File: src/rtl/tsi_cpu_port.sv
module tsi_cpu_port #(
  parameter int STREAM_W = 3,
  parameter int CHAN_W   = 5
) (
  input  logic                       clk,
  input  logic                       rst_n,
  input  logic                       cs_n,
  input  logic                       ds,
  input  logic                       rnw,
  input  logic [5:0]                 addr,
  input  logic [7:0]                 wdata,
  output logic [7:0]                 rdata,
  output logic                       ack_n,
  output logic                       mem_req,
  output logic                       mem_we,
  output logic [1:0]                 mem_sel,
  output logic [STREAM_W+CHAN_W-1:0] mem_addr,
  output logic [7:0]                 mem_wdata,
  input  logic [7:0]                 mem_rdata,
  input  logic                       slot_free,
  output logic                       split_mode,
  output logic                       proc_mode
);
  localparam int AW = STREAM_W + CHAN_W;

  typedef enum logic [1:0] {S_IDLE, S_MEM, S_ACK} state_t;
  state_t state;

  logic                split_q, proc_q;
  logic [1:0]          msel_q;
  logic [STREAM_W-1:0] stream_q;
  logic                op_we;
  logic [1:0]          op_sel;
  logic [AW-1:0]       op_addr;
  logic [7:0]          op_wdata;

  wire strobe = !cs_n && ds;
  wire start  = (state == S_IDLE) && strobe;
  wire is_ctl = !addr[5] && (addr[1:0] == 2'b00);
  wire [1:0] tgt = split_q ? (rnw ? 2'b01 : 2'b10) : msel_q;
  wire mem_ok = addr[5] && (rnw ? (tgt != 2'b00) : tgt[1]);
  wire [7:0] ctl_rd = {split_q, proc_q, 1'b0, msel_q, stream_q};

  always_ff @(posedge clk) begin
    if (!rst_n) begin
      state    <= S_IDLE;
      split_q  <= 1'b0;
      proc_q   <= 1'b0;
      msel_q   <= 2'b00;
      stream_q <= '0;
      rdata    <= 8'h00;
      op_we    <= 1'b0;
      op_sel   <= 2'b00;
      op_addr  <= '0;
      op_wdata <= 8'h00;
    end else begin
      case (state)
        S_IDLE: if (start) begin
          if (mem_ok) begin
            state    <= S_MEM;
            op_we    <= !rnw;
            op_sel   <= tgt;
            op_addr  <= {stream_q, addr[CHAN_W-1:0]};
            op_wdata <= wdata;
          end else begin
            state <= S_ACK;
            rdata <= (is_ctl && rnw) ? ctl_rd : 8'h00;
            if (is_ctl && !rnw) begin
              split_q  <= wdata[7];
              proc_q   <= wdata[6];
              msel_q   <= wdata[4:3];
              stream_q <= wdata[STREAM_W-1:0];
            end
          end
        end
        S_MEM: if (slot_free) begin
          state <= S_ACK;
          if (!op_we) rdata <= mem_rdata;
        end
        S_ACK: if (!strobe) state <= S_IDLE;
        default: state <= S_IDLE;
      endcase
    end
  end

  assign ack_n      = (state != S_ACK);
  assign mem_req    = (state == S_MEM);
  assign mem_we     = op_we;
  assign mem_sel    = op_sel;
  assign mem_addr   = op_addr;
  assign mem_wdata  = op_wdata;
  assign split_mode = split_q;
  assign proc_mode  = proc_q;

  AST_REQ_WAITS: assert property (@(posedge clk) disable iff (!rst_n)
    mem_req && !slot_free |=> mem_req && $stable(mem_addr) && $stable(mem_sel));
  AST_REQ_NOT_ACKED: assert property (@(posedge clk) disable iff (!rst_n)
    mem_req |-> ack_n);
  AST_GRANT_ACKS: assert property (@(posedge clk) disable iff (!rst_n)
    mem_req && slot_free |=> !ack_n && !mem_req);
  AST_NO_RO_WRITE: assert property (@(posedge clk) disable iff (!rst_n)
    mem_req && mem_we |-> mem_sel[1]);
  AST_SPLIT_TARGET: assert property (@(posedge clk) disable iff (!rst_n)
    mem_req && split_mode |-> mem_sel == (mem_we ? 2'b10 : 2'b01));
  AST_ACK_HOLD: assert property (@(posedge clk) disable iff (!rst_n)
    !ack_n && !cs_n && ds |=> !ack_n);
  AST_ACK_RELEASE: assert property (@(posedge clk) disable iff (!rst_n)
    !ack_n && (cs_n || !ds) |=> ack_n && !mem_req);
endmodule

File: config.mk
export PLATFORM = sky130hd
export DESIGN_NAME = tsi_cpu_port
export DESIGN_NICKNAME = d
export VERILOG_FILES = /design/src/rtl/tsi_cpu_port.sv
export SDC_FILE = /design/constraint.sdc
export NUM_CORES = 1
export LEC_CHECK = 0
export BUFFER_PORTS_ARGS = -buffer_cell sky130_fd_sc_hd__buf_2
export CORE_ASPECT_RATIO = 1.25
export CORE_UTILIZATION = 43
export DETAILED_ROUTE_END_ITERATION = 10
export GPL_TIMING_DRIVEN = 0
export PLACE_DENSITY = 0.82
export SLEW_MARGIN = 15
export SYNTH_ARGS = -nofsm -noshare
export SYNTH_HDL_FRONTEND = slang
export SYNTH_SLANG_ARGS = --single-unit
File: constraint.sdc
create_clock -name clk -period 1.42 [get_ports clk]
set_clock_uncertainty 0.15 [all_clocks]
set_input_delay 0.071 -clock clk [delete_from_list [all_inputs] [get_ports clk]]
set_output_delay 0.071 -clock clk [all_outputs]
set_load 0.02 [all_outputs]
==> impl_metrics.tcl, run 1 <==
set metrics [dict create \
    synthXorXnorAreaFrac_pct 0 \
    diodes 0 \
    drc 0 \
    ys_seq_area_share_pct 46.0 \
    layout-drive-gt1-share_pct 38.7 \
    dp_hpwl_microns 2620 \
    antenna_found_initial 0 \
    synthDistinctLibCells 31 \
    syn_nets 198 \
    p_int_uw 1510 \
    synth_top_family_by_area "simple AND/OR/NAND/NOR gates" \
    hp-class "input pin to register" \
    ys_top_cells_by_area "dfxtp_1 (46%), nand2_1 (10%), a21boi_0 (8.6%)" \
    dieArea_sq_um 3890 \
    violations "negative setup slack" \
    crit_family "simple AND/OR/NAND/NOR gates" \
    fin_crit_sh_pct 116 \
    grt_max_degree 13 \
    path_cells "nor4b_4 -> and3_4 -> buf_6 -> nand2_2 -> o211a_1" \
    fin_cells 308 \
    syn_inst 170 \
    ant_nets 0 \
    setup_slack_ns -0.222 \
    busiest_layer "met2" \
    r2r-start "state[1]$_SDFFE_PN0P_" \
    path_clk_slew_ns 0.08 \
    post-route-util_pct 71.5 \
    pwr-share-clk_pct 36.5 \
    cp.required_ns 1.45 \
    syn_area_sq_um 1570 \
    synth_top_area_cell "dfxtp_1" \
    crit_path_max_incr_delay_ns 0.37 \
    finalSetupTns_ns -5.54 \
    cts_buffers 5 \
    synth-adder-area-share_pct 0 \
    rows 24 \
    maxCapViolations 0 \
    async_reset_ff_share_pct 0 \
    crit_type "register to register" \
    setup_viol 35 \
    dp_cells 266 \
    reg2regPathDepth 5 \
    layout.nets 296 \
    portBuffers 57 \
    synth_compound_gate_area_share_pct 21.8 \
    p_per_area_nw_per_um2 807 \
    rsz0062_at_grt "yes" \
    dpl_cell_area_sq_um 1910 \
    yosysMostFrequentCell "nand2_1" \
    drt-initial-drc-count 49 \
    power.leakage_uw 0.00119 \
    critPathSlowestCell "dfxtp_4" \
    num_vias 1608 \
    path_max_fanout 6 \
    yosys.area.top_type_share_pct 46.0 \
    final.min_clock_period_ns 1.64 \
    worstHoldEndpoint "rdata[7]$_SDFFE_PN0P_" \
    avgRoutedWirePerCell_microns 14.5 \
    cts_tree "yes" \
    grt.total_usage_pct 23.4 \
    die_x_microns 56.0 \
    dr.pass1.iters 4 \
    swShare_pct 25.0 \
    cp.arrival_ns 1.67 \
    grt_pass1_vias 1516 \
    hold_start "mem_rdata[7]" \
    reg2reg_setup_slack_ns -0.22 \
    irDropWorstVdd_mv 0.824 \
    synth_edf_count 0 \
    hold_viol 0 \
    cts_buffer_depth 2 \
    cts.sinks 36 \
    ys_warn_count 0 \
    area_growth_syn_to_layout_pct 58.8 \
    boundaryPins 59 \
    die_h_microns 69.5 \
    worstSkewPairLatency_ns 0.29 \
    p_comb_share_pct 12.2 \
    worst_slew_pin_slew_ns 0.517 \
    met3_usage_pct 5.78 \
    seqPwrFrac_pct 51.3 \
    grt_pass1_wl_microns 7220 \
    p_switching_uw 503 \
    stdcell_area_sq_um 2490 \
    fmax_ghz 0.609 \
    synth_mux_area_share_pct 5.11 \
    synth_common_cells "nand2_1 (43), dfxtp_1 (36), a21boi_0 (18)" \
    use_met1_pct 27.5 \
    cts-root-buf "clkbuf_8" \
    hold_path_depth 4 \
    wl_microns 4480 \
    htreeDepth 2 \
    overflow 0 \
    start_util_pct 45.0 \
    use_met2_pct 41.4 \
    place_congestion 0.782 \
    slew_headroom_pct 65.6 \
    viasPerCell 5.22 \
    path_buf_inv 1 \
    cp-start-kind "register" \
    status "complete, but fails checks" \
    cp-end-kind "register" \
    yosys.area_share.simple_pct 22.8 \
    avgSynthCellArea_sq_um 9.22 \
    power.total_uw 2010 \
    synth_ff_type "dfxtp_1" \
    core_area_sq_um 3480 \
    ys_ff_latch 36 \
    slew_violations 0 \
    worstReg2RegEnd "mem_we$_SDFFE_PN0P_" \
]
flip-flops by register name, indices dropped and copies added, names as in the netlist:
signal,count
state,2
rdata,8
split_mode,1
mem_we,1
mem_wdata,8
msel_q,2
proc_mode,1
mem_addr,8
stream_q,3
mem_sel,2
worst register-to-register path, stage by stage, from the launching register on:
cell	delay (ns)
dfxtp_4	0.37
nor4b_4	0.36
and3_4	0.32
buf_6	0.15
nand2_2	0.05
o211a_1	0.13
metrics by stage:
step | worst slack (ns) | hold WS, ns
2_1_floorplan | -0.0820 | 0.0659
3_3_place_gp | -0.326 | 0.172
3_5_place_dp | -0.370 | 0.183
4_1_cts | -0.193 | -0.0842
5_1_grt | -0.259 | 0.0868
6_report | -0.222 | 0.0469
layer usage:
layer / vias up / part of all wire (%)
met3: 7 / 5.2
met4: 0 / 1.1
met2: 54 / 53
met5: - / 0
li1: 794 / -
met1: 753 / 40
how the worst max path moves through the flow:
stage                                  startpoint                        to  slack, ns  cells past startpoint
after detailed placement    state[1]$_SDFFE_PN0P_  mem_addr[4]$_SDFFE_PN0P_      -0.37                      5
after CTS                   state[1]$_SDFFE_PN0P_     rdata[1]$_SDFFE_PN0P_      -0.19                      5
final                       state[1]$_SDFFE_PN0P_       mem_we$_SDFFE_PN0P_      -0.22                      5
after global routing        state[1]$_SDFFE_PN0P_     rdata[7]$_SDFFE_PN0P_      -0.26                      5
after global placement      state[1]$_SDFFE_PN0P_   mem_sel[1]$_SDFFE_PN0P_      -0.33                      5
after floorplan           split_mode$_SDFFE_PN0P_       mem_we$_SDFFE_PN0P_      -0.08                      4
timing repair:
| item | in CTS | in global routing |
|---|---|---|
| gates resized for setup | 40 | 22 |
| setup buffers | 6 | 0 |
| hold buffers | 23 | 2 |
| setup endpoints to repair | 37 | 37 |
| gates cloned | 2 | 1 |
| hold endpoints to repair | 29 | 1 |
| pin swaps | 7 | 13 |
power by group through the flow:
stage | sequential (uW) | clock [uW] | combinational [uW]
2_1_floorplan | 1070 | 0 | 74.9
5_1_grt | 1030 | 778 | 262
3_5_place_dp | 1060 | 0 | 165
3_3_place_gp | 1060 | 0 | 163
6_report | 1030 | 734 | 245
4_1_cts | 1030 | 747 | 230
area by class of cell:
type,instances,area (sq um)
clock inverter,2,16.3
fill,257,993
clock buffer,6,72.6
tap,39,48.8
inverter,2,12.5
buffer,12,97.6
multi-input combinational,120,856
timing repair buffer,91,651
sequential,36,736
cells by family (layout without fill, tap and decap cells):
| logic type | Yosys count | after routing |
|---|---|---|
| flops | 36 | 36 |
| compound gates | 41 | 41 |
| simple gates | 71 | 71 |
| buf+inv | 14 | 113 |
| mux | 8 | 8 |
layout by cell type, fill, tap and decap left out, types with 2 or more instances in the layout:
cell           netlist  layout
dfxtp_1             36      30
a21boi_2             0       2
o211a_1              9       9
nand2_1             43      36
nor2b_1              8       8
o211ai_1             7       7
nor2_1               2       2
nand2b_1             3       3
a21boi_1             0      16
nand2_4              0       3
nand3b_1             2       2
clkbuf_8             0       5
buf_6                0       9
buf_2                3      56
nand2_2              0       4
nand4_1              6       6
dfxtp_2              0       3
dlygate4sd3_1        0      25
clkbuf_1             5       5
buf_4                3       4
dfxtp_4              0       3
mux2i_1              8       8
Power figures use the tool's default switching activity.
==> run 2: changes to the inputs <==
--- a/config.mk
+++ b/config.mk
@@ -6,11 +6,14 @@
 export NUM_CORES = 1
 export LEC_CHECK = 0
 export BUFFER_PORTS_ARGS = -buffer_cell sky130_fd_sc_hd__buf_2
+export CELL_PAD_IN_SITES_DETAIL_PLACEMENT = 2
+export CELL_PAD_IN_SITES_GLOBAL_PLACEMENT = 2
 export CORE_ASPECT_RATIO = 1.25
-export CORE_UTILIZATION = 43
+export CORE_MARGIN = 5
+export CORE_UTILIZATION = 25
 export DETAILED_ROUTE_END_ITERATION = 10
 export GPL_TIMING_DRIVEN = 0
-export PLACE_DENSITY = 0.82
+export PLACE_DENSITY = 0.83
 export SLEW_MARGIN = 15
 export SYNTH_ARGS = -nofsm -noshare
 export SYNTH_HDL_FRONTEND = slang
==> run 2 against run 1 <==
The run still ends with negative setup slack left. Via count up 1.9%. Register-to-register slack is essentially flat. Hold slack worse by 0.013 ns. Power grew 14%. Global-route usage fell by 8.6 points. Sequential power about the same. Cell area increased by 5.9%. Non-clock buffer count is the same. Flip-flop and latch count unchanged. Routed wire length up 34%. First-iteration DRC count shrank 31%. Critical path depth up 1.
==> impl_metrics.tcl, run 2 (synthesis results as in run 1) <==
set metrics [dict create \
    cts-root-buf "clkbuf_8" \
    irDropWorstVdd_mv 0.400 \
    setup_slack_ns -0.207 \
    avgRoutedWirePerCell_microns 17.0 \
    finalSetupTns_ns -5.74 \
    p_comb_share_pct 10.9 \
    rsz0062_at_grt "yes" \
    worst_slew_pin_slew_ns 0.562 \
    layout.nets 296 \
    ant_nets 0 \
    path_cells "buf_4 -> nor4bb_1 -> buf_4 -> or2_1 -> buf_6 -> o211a_1" \
    htreeDepth 2 \
    path_max_fanout 7 \
    cts_buffers 5 \
    final.min_clock_period_ns 1.63 \
    dp_cells 312 \
    seqCellArea_sq_um 736 \
    critPathSlowestCell "dfxtp_4" \
    worstSkewPairLatency_ns 0.30 \
    fmax_ghz 0.615 \
    viasPerCell 4.63 \
    pwr-share-clk_pct 44.1 \
    multi_input_area_sq_um 878 \
    r2r-start "state[1]$_SDFFE_PN0P_" \
    cp-start-kind "register" \
    slew_violations 0 \
    power.leakage_uw 0.00125 \
    layout-drive-gt1-share_pct 42.4 \
    wl_microns 6000 \
    mostFrequentLayoutCells "buf_2 (56), nand2_1 (31), dfxtp_1 (30)" \
    rows 32 \
    nFillCells 650 \
    dp_hpwl_microns 3790 \
    hp-class "input pin to register" \
    grt.total_usage_pct 14.8 \
    num_vias 1638 \
    diodes 0 \
    swShare_pct 22.5 \
    startpoint "state[1]$_SDFFE_PN0P_" \
    final_common_cell "buf_2" \
    dieArea_sq_um 7960 \
    crit_path_max_incr_delay_ns 0.37 \
    cp-end-kind "register" \
    cts_tree "yes" \
    grt_max_degree 12 \
    boundaryPins 59 \
    p_switching_uw 514 \
    path_clk_slew_ns 0.08 \
    start_util_pct 25.6 \
    overflow 0 \
    fin_crit_sh_pct 115 \
    seqPwrFrac_pct 45.0 \
    antenna_found_initial 0 \
    cts_buffer_depth 2 \
    grt_pass1_wl_microns 9010 \
    crit_type "register to register" \
    area_growth_syn_to_layout_pct 68.2 \
    grt_pass1_vias 1825 \
    place_congestion 0.728 \
    hold_start "rst_n" \
    cp.required_ns 1.51 \
    cp.arrival_ns 1.72 \
    violations "negative setup slack" \
    p_int_uw 1780 \
    drc 0 \
    drt-initial-drc-count 34 \
    core_area_sq_um 6130 \
    die_x_microns 80.8 \
    slew_headroom_pct 62.3 \
    p_per_area_nw_per_um2 869 \
    die_h_microns 98.5 \
    dr.pass1.iters 3 \
    status "complete, but fails checks" \
    hold_viol 0 \
    crit_top_cell "buf_4" \
    maxCapViolations 0 \
    setup_viol 36 \
    fin_cells 354 \
    cts.sinks 36 \
    portBuffers 57 \
]
==> run 2: worst paths after layout <==
| check | to | slack (ns) | depth (start not counted) |
|---|---|---|---|
| worst max-delay path | rdata[7]$_SDFFE_PN0P_ | -0.21 | 6 |
| worst min-delay path | mem_wdata[5]$_SDFFE_PN0P_ | 0.03 | 2 |
| worst max register to register | rdata[7]$_SDFFE_PN0P_ | -0.21 | 6 |
| worst min register to register | mem_addr[6]$_SDFFE_PN0P_ | 0.31 | 2 |
==> run 2: through the flow <==
| stage | instance area [sq um] | setup slack (ns) | utilization, % | total power, uW | hold WS [ns] |
|---|---|---|---|---|---|
| after floorplan | 1580 | -0.0820 | - | 1150 | 0.0659 |
| after global placement | 1970 | -0.353 | 32.2 | 1230 | 0.174 |
| after detailed placement | 1970 | -0.423 | 32.2 | 1230 | 0.189 |
| after CTS | 2440 | -0.228 | 39.8 | 2300 | 0.0586 |
| after global routing | 2640 | -0.278 | 43.0 | 2370 | 0.0642 |
| final | 2640 | -0.207 | 43.0 | 2290 | 0.0335 |
==> run 2: layout make-up <==
cell class / instances / share of cell area (%)
sequential: 36 / 27.9
clock buffer: 7 / 3.65
tap: 85 / 4.03
buffer: 12 / 3.99
clock inverter: 1 / 1.14
timing repair buffer: 91 / 25.5
inverter: 2 / 0.475
multi-input combinational: 120 / 33.3
==> run 2: repair_timing <==
item,CTS,global route
pin swaps,3,17
setup endpoints to repair,37,37
hold endpoints to repair,29,0
cloned,0,2
resized for setup,17,52
setup buffers,6,3
hold buffers,23,0
==> run 2: worst max-delay path: cells and delay by family (launching register included) <==
| family | cells | cell delay (ns) |
|---|---|---|
| flip-flops | 1 | 0.37 |
| buffers and inverters | 3 | 0.48 |
| AND/OR/NAND/NOR | 2 | 0.43 |
| AO/OA/AOI/OAI | 1 | 0.14 |
==> run 2: power by group through the flow <==
stage	sequential, uW	clock, uW	combinational [uW]
2_1_floorplan	1070	0	74.9
3_3_place_gp	1060	0	170
3_5_place_dp	1060	0	175
4_1_cts	1030	1030	238
5_1_grt	1030	1070	270
6_report	1030	1010	249
==> run 2: per-layer routing <==
metal	global-route usage [%]	vias up	share of wire (%)
li1	-	795	-
met1	16.4	790	40
met2	26.4	43	53
met3	3.29	10	4.4
met4	6.63	0	2.1
met5	0	-	0
